### src/rtl/pfd_pkg.sv
package pfd_pkg;

    // Width of the gain code on the programming bus
    localparam int GAIN_W = 2;
    // Width of the multiplier output expressed in half-units
    localparam int MULT_W = 4;

    typedef enum logic [GAIN_W-1:0] {
        GAIN_X1P0 = 2'b00,
        GAIN_X1P5 = 2'b01,
        GAIN_X2P5 = 2'b10,
        GAIN_X4P0 = 2'b11
    } gain_code_e;

    // Pending state of the detector
    typedef struct packed {
        logic up;
        logic dn;
    } pump_t;

    // Current multiplier in steps of one half
    function automatic logic [MULT_W-1:0] gain_half(input gain_code_e code);
        logic [MULT_W-1:0] r;
        case (code)
            GAIN_X1P0: r = MULT_W'(2);
            GAIN_X1P5: r = MULT_W'(3);
            GAIN_X2P5: r = MULT_W'(5);
            default:   r = MULT_W'(8);
        endcase
        return r;
    endfunction

endpackage

### src/rtl/pfd_edge_det.sv
module pfd_edge_det #(
    parameter int STAGES = 1
) (
    input  logic clk,
    input  logic rst,
    input  logic sig_i,
    output logic rise_o
);
    logic [STAGES:0] pipe;

    always_ff @(posedge clk) begin
        if (rst) begin
            pipe <= '0;
        end else begin
            pipe <= {pipe[STAGES-1:0], sig_i};
        end
    end

    assign rise_o = pipe[STAGES-1] & ~pipe[STAGES];
endmodule

### src/rtl/pfd_core.sv
module pfd_core
    import pfd_pkg::*;
(
    input  logic  clk,
    input  logic  rst,
    input  logic  rise_pd_i,
    input  logic  rise_ref_i,
    input  logic  hold_i,
    output pump_t pend_o,
    output pump_t pump_o
);
    pump_t state_q;

    always_ff @(posedge clk) begin
        if (rst || hold_i) begin
            state_q <= '0;
        end else if (state_q.up && state_q.dn) begin
            // one-cycle reset pulse once both flags are set
            state_q <= '0;
        end else begin
            state_q.up <= state_q.up | rise_ref_i;
            state_q.dn <= state_q.dn | rise_pd_i;
        end
    end

    assign pend_o  = state_q;
    assign pump_o.up = state_q.up & ~hold_i;
    assign pump_o.dn = state_q.dn & ~hold_i;
endmodule

### src/rtl/pfd_gain_latch.sv
module pfd_gain_latch
    import pfd_pkg::*;
(
    input  logic              clk,
    input  logic              rst,
    input  logic              open_i,
    input  logic [GAIN_W-1:0] code_i,
    output logic [MULT_W-1:0] mult_o
);
    gain_code_e held_q;

    always_ff @(posedge clk) begin
        if (rst) begin
            held_q <= GAIN_X1P0;
        end else if (open_i) begin
            held_q <= gain_code_e'(code_i);
        end
    end

    assign mult_o = gain_half(held_q);
endmodule

### src/rtl/pfd_dir_ctrl.sv
module pfd_dir_ctrl
    import pfd_pkg::*;
#(
    parameter int SYNC_STAGES = 1
) (
    input  logic              clk,
    input  logic              rst,
    input  logic              rf_div_i,
    input  logic              ref_div_i,
    input  logic              dir_i,
    input  logic              strobe_i,
    input  logic [GAIN_W-1:0] gain_bus_i,
    input  logic              mon_en_i,
    output logic              pump_up_o,
    output logic              pump_dn_o,
    output logic [MULT_W-1:0] gain_sel_o,
    output logic              mon_pd_o,
    output logic              mon_ref_o
);
    localparam int N_SIDES = 2;
    localparam int SIDE_PD  = 0;
    localparam int SIDE_REF = 1;

    logic [N_SIDES-1:0] side_raw;
    logic [N_SIDES-1:0] side_rise;
    pump_t pend;
    pump_t pump;
    logic  pend_up;
    logic  pend_dn;

    // Sense reversal: exchange the streams ahead of the detector
    assign side_raw[SIDE_PD]  = dir_i ? rf_div_i  : ref_div_i;
    assign side_raw[SIDE_REF] = dir_i ? ref_div_i : rf_div_i;

    for (genvar s = 0; s < N_SIDES; s++) begin : g_side
        pfd_edge_det #(.STAGES(SYNC_STAGES)) u_edge (
            .clk    (clk),
            .rst    (rst),
            .sig_i  (side_raw[s]),
            .rise_o (side_rise[s])
        );
    end

    pfd_core u_core (
        .clk        (clk),
        .rst        (rst),
        .rise_pd_i  (side_rise[SIDE_PD]),
        .rise_ref_i (side_rise[SIDE_REF]),
        .hold_i     (strobe_i),
        .pend_o     (pend),
        .pump_o     (pump)
    );

    pfd_gain_latch u_gain (
        .clk    (clk),
        .rst    (rst),
        .open_i (strobe_i),
        .code_i (gain_bus_i),
        .mult_o (gain_sel_o)
    );

    assign pend_up   = pend.up;
    assign pend_dn   = pend.dn;
    assign pump_up_o = pump.up;
    assign pump_dn_o = pump.dn;
    assign mon_pd_o  = mon_en_i & side_raw[SIDE_PD];
    assign mon_ref_o = mon_en_i & side_raw[SIDE_REF];
endmodule

### config.mk
export PLATFORM = sky130hd
export DESIGN_NAME = pfd_dir_ctrl
export DESIGN_NICKNAME = d
export VERILOG_FILES = /design/src/rtl/pfd_pkg.sv /design/src/rtl/pfd_edge_det.sv /design/src/rtl/pfd_core.sv /design/src/rtl/pfd_gain_latch.sv /design/src/rtl/pfd_dir_ctrl.sv
export SDC_FILE = /design/constraint.sdc
export NUM_CORES = 1
export LEC_CHECK = 0
export BUFFER_PORTS_ARGS = -buffer_cell sky130_fd_sc_hd__buf_2
export CAP_MARGIN = 20
export CORE_AREA = 5 5 42 44
export DETAILED_ROUTE_END_ITERATION = 8
export DIE_AREA = 0 0 47 49
export SETUP_SLACK_MARGIN = 0.5
export SYNTH_ARGS = -nofsm -noshare
export SYNTH_HDL_FRONTEND = slang
export SYNTH_SLANG_ARGS = --single-unit
### constraint.sdc
create_clock -name clk -period 2.31 [get_ports clk]
set_input_delay 0.3465 -clock clk [delete_from_list [all_inputs] [get_ports clk]]
set_output_delay 0.3465 -clock clk [all_outputs]
set_load 0.01 [all_outputs]
==> impl_metrics.csv, run 1 <==
group,metric,value,unit
run_status,status,"complete, no violations",
clocking,htree_num_levels,1,
finish,final_design_area_no_fill,490,µm²
setup_path,ff2ff_path_depth,2,
clocking,clock-sinks,8,
floorplanning,die-area,2300,µm²
yosys,avgSynthCellArea,10.2,µm²
grt,gr-usage-all-layers,7.84,%
grt,groute.layer.met3.usage,2.58,%
yosys,syn-instance-count,36,
floorplanning,ios,17,
sta,worst_slew_margin_rel,88.2,%
power_and_ir_drop,finalPower,298,µW
finish,fin_nets,70,
grt,use_met2,10.2,%
finish,total_area_of_multi_input_combinational_cells,200,µm²
clocking,total_setup_buffers_inserted_after_cts,0,
yosys,synthesis.nets,49,
setup_path,reg2reg_launch_point,"u_core.pend_o[0]",
sta,setup_viol,0,
sta,timing.setup.tns,0,ps
place,io_buffer_count,16,
floorplanning,floorplan.die.height,49,µm
floorplanning,die_w,47,µm
worst_hold_path,hold_path_end,"u_gain.held_q[0]",
setup_path,critical_path.max_fanout,4,
sta,final_max_slew_viol_count,0,
place,post-place-ws,1080,ps
clocking,tritoncts.num_buffers,3,
sta,timing.clock.skew,0.358,ps
worst_hold_path,hold_path_origin,"gain_bus_i[0]",
setup_path,cp_data_arrival_time,1140,ps
worst_hold_path,hold_path_depth,3,
finish,flow.area_growth_from_synthesis,33.3,%
power_and_ir_drop,vdd_drop_max,0.208,mV
clocking,clock_pin_slew_of_the_registers_on_the_worst_case_setup_and_hold_paths,50,ps
grt,grt_pass1_wl,1.27,mm
finish,fraction_of_layout_instances_using_a_drive_strength_above_1,38.2,%
routing,routedWlPerCell,9.54,µm
power_and_ir_drop,leakagePower,0.246,nW
finish,final_cell_count_without_fillers,71,
sta,layout_worst_path_cycle_share,64.5,%
routing,drt_iter0_markers,0,
finish,antenna-diode-count,0,
setup_path,criticalPathCategory,"register to output port",
clocking,cts.root.buffer_cell,"clkbuf_4",
routing,drt_drc_violations_left,0,
grt,gr-max-usage-layer,"met2",
setup_path,r2r_setup_slack,1320,ps
clocking,post_cts_resize_count,0,
routing,drt_pass1_iterations,1,
grt,maximum_number_of_pins_on_one_net_before_global_route_repair,9,
yosys,synth_area,368,µm²
grt,grt_pass1_vias,304,
setup_path,cp-end-kind,"output port",
floorplanning,core.rowCount,14,
flow_run,cap_viol_max_count,0,
setup_path,timing.critical_path.from_type,"register",
clocking,clk-insertion-delay-late,250,ps
finish,filler_cell_count,163,
routing,average_via_count_per_standard_cell,4.08,
yosys,netlist-cell-type-count,9,
clocking,clock_tree_buf_depth,2,
finish,area.sequential,160,µm²
yosys,ys.warnings.count,0,
setup_path,cp_data_required_time,1960,ps
sta,timing.final.ws_setup,821,ps
floorplanning,floorplan.initialDensity,26.3,%
power_and_ir_drop,power-per-cell-area,608,nW/µm²
clocking,cts_tree,"built",
sta,achievable-frequency,671,MHz
sta,finalCriticalPeriod,1490,ps
place,placement.cell_area,468,µm²
sta,unrepaired_setup_endpoints_after_global_routing,"no",
clocking,post_cts_hold_buffer_count,0,
grt,global_route.usage.met1,9.76,%
routing,drt-total-wl,677,µm
setup_path,crit-reg2reg-capture,"u_core.pend_o[0]",
worst_hold_path,timing.hold.worst.class,"primary input to register",
place,gp_congestion,0.649,
floorplanning,fp.coreArea,1400,µm²
yosys,synth_seq_area_share,43.5,%
grt,grt_overflow_total,0,
sta,worst-slew-pin-transition,172,ps
grt,antenna_found_initial,0,
routing,num_vias,290,
place,placed_cells_incl_taps,68,
sta,finalHoldViolCount,0,
routing,postRouteAntennaNets,0,
yosys,flops_latches_synth,8,
## cells by family (layout without fill, tap and decap cells)
kind of cell               after synthesis  count (layout)  synth area share, %
and+or+nand+nor                         16              16                 25.9
muxes                                    4               4                 10.9
adders and majority gates                4               4                 13.6
DFF                                      8               8                 43.5
AOI/OAI and AO/OA                        2               2                 4.08
buffers and inverters                    2              21                 2.04
## cells in the mapped netlist
cell type	instances	area share, %
nor2b_1	6	10
dfxtp_1	8	44
nor2_1	6	6.1
mux2i_1	4	11
or3b_1	2	4.8
or2b_2	2	4.8
inv_1	2	2.0
ha_1	4	14
a211oi_1	2	4.1
## layout make-up
| type | count | area share [%] |
|---|---|---|
| clock buffers | 3 | 4.59 |
| well taps | 16 | 4.08 |
| flip-flops and latches | 8 | 32.7 |
| inverters | 2 | 1.53 |
| repair buffers | 16 | 16.3 |
| multi-input cells | 26 | 40.8 |
## cells in the final DEF (no fill, tap or decap)
| cell | instances |
|---|---|
| a211oi_1 | 2 |
| buf_2 | 16 |
| clkbuf_4 | 3 |
| dfxtp_1 | 8 |
| ha_1 | 4 |
| inv_1 | 2 |
| mux2i_1 | 4 |
| nor2_1 | 6 |
| nor2b_1 | 6 |
| or2b_2 | 2 |
| or3b_1 | 2 |
## registers in the layout, summed over array words and instances (netlist names)
register,flops
u_gain.held_q,2
u_core.pend_o,2
g_side.u_edge.pipe,4
## metrics by stage
| stage | hold slack (ps) | util [%] |
|---|---|---|
| floorplan | 418 | - |
| global placement | 440 | 33.4 |
| detailed placement | 450 | 33.4 |
| CTS | 324 | 35.0 |
| global route | 362 | 35.0 |
| finish | 329 | 35.0 |
## power breakdown
part           internal (mW)  total, mW  switching, mW  leakage [nW]
registers              0.146      0.150        0.00412        0.0659
clock network         0.0593      0.105         0.0458        0.0138
logic                 0.0223     0.0435         0.0212         0.166
## worst max-delay path: stages, from the launching register on
cell and delay [ps]:
dfxtp_1 380, inv_1 80, ha_1 180, nor2_1 90, nor2_1 40, buf_2 130
## metal layers
layer / vias up / wire (µm)
li1: 155 / -
met1: 122 / 292
met2: 11 / 313
met3: 2 / 65
met4: 0 / 5
met5: - / 0
## how the worst max path moves through the flow
stage                     start            end  cells past startpoint  slack (ps)
5_1_grt        u_gain.held_q[1]  gain_sel_o[1]                      5         720
3_3_place_gp              dir_i      mon_ref_o                      4        1090
6_report       u_gain.held_q[1]  gain_sel_o[1]                      5         820
4_1_cts        u_gain.held_q[1]  gain_sel_o[1]                      5         800
2_1_floorplan  u_gain.held_q[0]  gain_sel_o[1]                      2        1220
3_5_place_dp              dir_i       mon_pd_o                      4        1080
No activity file was read; power rests on OpenSTA's default activity.
==> run 2, diff against run 1 <==
clock period = 1.55 ns   (was 2.31 ns; I/O delays follow)
==> impl_metrics.csv, run 2 (synthesis results as in run 1) <==
group,metric,value,unit
clocking,htree_num_levels,1,
setup_path,timing.critical_path.from_type,"register",
finish,flow.area_growth_from_synthesis,51.7,%
power_and_ir_drop,power-per-cell-area,837,nW/µm²
power_and_ir_drop,vdd_drop_max,0.304,mV
clocking,clock_tree_buf_depth,2,
worst_hold_path,timing.hold.worst.class,"primary input to register",
routing,drt_pass1_iterations,1,
floorplanning,fp.coreArea,1400,µm²
floorplanning,floorplan.initialDensity,26.3,%
place,dpl.hpwl,567,µm
grt,grt_pass1_wl,1.23,mm
routing,drt_drc_violations_left,0,
sta,timing.final.ws_setup,258,ps
clocking,clk-insertion-delay-late,250,ps
clocking,tritoncts.num_buffers,3,
sta,achievable-frequency,774,MHz
clocking,clock_pin_slew_of_the_registers_on_the_worst_case_setup_and_hold_paths,50,ps
place,post-place-ws,445,ps
power_and_ir_drop,leakagePower,0.250,nW
grt,grt_overflow_total,0,
grt,antenna_found_initial,0,
sta,hold_slack,237,ps
finish,fin_nets,70,
sta,timing.clock.skew,1.40,ps
finish,max_flop_register,"g_side.u_edge.pipe",
setup_path,cp_data_required_time,1320,ps
sta,worst_slew_margin_rel,87.7,%
finish,mostFrequentLayoutCell,"buf_2",
sta,final_max_slew_viol_count,0,
floorplanning,core.rowCount,14,
sta,setup_viol,0,
finish,final_design_area_no_fill,558,µm²
flow_run,cap_viol_max_count,0,
floorplanning,ios,17,
sta,layout_worst_path_cycle_share,83.4,%
floorplanning,die-area,2300,µm²
finish,filler_cell_count,148,
routing,routedWlPerCell,10.6,µm
finish,antenna-diode-count,0,
floorplanning,floorplan.die.height,49,µm
routing,average_via_count_per_standard_cell,4.31,
sta,timing.setup.tns,0,ps
finish,final_cell_mix,"buf_2 (14), nor2b_1 (6), nor2_1 (5)",
place,placement.cell_area,468,µm²
floorplanning,die_w,47,µm
clocking,cts_tree,"built",
clocking,cts.root.buffer_cell,"clkbuf_4",
grt,grt_pass1_vias,324,
setup_path,cp-end-kind,"output port",
routing,num_vias,306,
place,io_buffer_count,16,
clocking,clock-sinks,8,
grt,maximum_number_of_pins_on_one_net_before_global_route_repair,9,
sta,unrepaired_setup_endpoints_after_global_routing,"yes",
run_status,status,"complete, no violations",
routing,postRouteAntennaNets,0,
clocking,total_setup_buffers_inserted_after_cts,0,
sta,finalCriticalPeriod,1290,ps
finish,fraction_of_layout_instances_using_a_drive_strength_above_1,61.8,%
setup_path,criticalPathCategory,"register to output port",
place,gp_congestion,0.601,
routing,drt_iter0_markers,0,
sta,worst-slew-pin-transition,179,ps
setup_path,critical_path.max_fanout,4,
sta,finalHoldViolCount,0,
routing,drt-total-wl,755,µm
finish,layout.core_utilization,39.8,%
grt,gr-usage-all-layers,7.55,%
setup_path,cp_data_arrival_time,1060,ps
finish,largest_register_ffs,4,
-- run 2: cell type report --
cell class	count	area (µm²)	share of cell area (%)
Clock buffer	3	22.5	4.04
Tap cell	16	20.0	3.59
Multi-Input combinational cell	26	244	43.7
Timing Repair Buffer	16	88.8	15.9
Sequential cell	8	170	30.5
Inverter	2	12.5	2.24
-- run 2: timing repair --
item | in CTS | in global routing
endpoints found under the setup margin | 6 | 10
endpoints found under the hold margin | 0 | 0
hold buffers | 0 | 0
resized for setup | 8 | 13
pin swaps | 1 | 2
-- run 2: critical path, cell delays in order, from the launching register on --
cell and delay [ps]:
dfxtp_4 370, inv_4 50, ha_4 140, nor2_2 80, nor2_1 40, buf_2 130
-- run 2: path summary, 6_finish.rpt --
kind	start	endpoint	slack (ps)	cells after the start
max	u_gain.held_q[1]	gain_sel_o[1]	260	5
max reg2reg	u_core.pend_o[1]	u_core.pend_o[1]	560	2
min	gain_bus_i[0]	u_gain.held_q[0]	240	3
min reg2reg	g_side[1].u_edge.pipe[0]	g_side[1].u_edge.pipe[1]	470	1
-- run 2: where the power goes --
group / leakage [nW] / internal (mW) / switching (mW)
sequential: 0.0681 / 0.216 / 0.00883
combinational: 0.168 / 0.0451 / 0.0390
clock: 0.0138 / 0.0885 / 0.0693
-- run 2: per-stage QoR --
stage	power, mW	std cells
after floorplan	0.263	36
after global routing	0.493	71
after detailed placement	0.294	68
final	0.467	71
after global placement	0.292	68
after CTS	0.465	71
-- run 2: layer usage --
layer	global-route usage, %	share of wire [%]	vias up
met2	10.9	49	11
li1	-	-	156
met5	0	0	-
met1	8.19	41	137
met4	6.91	0.66	0
met3	2.58	9.0	2
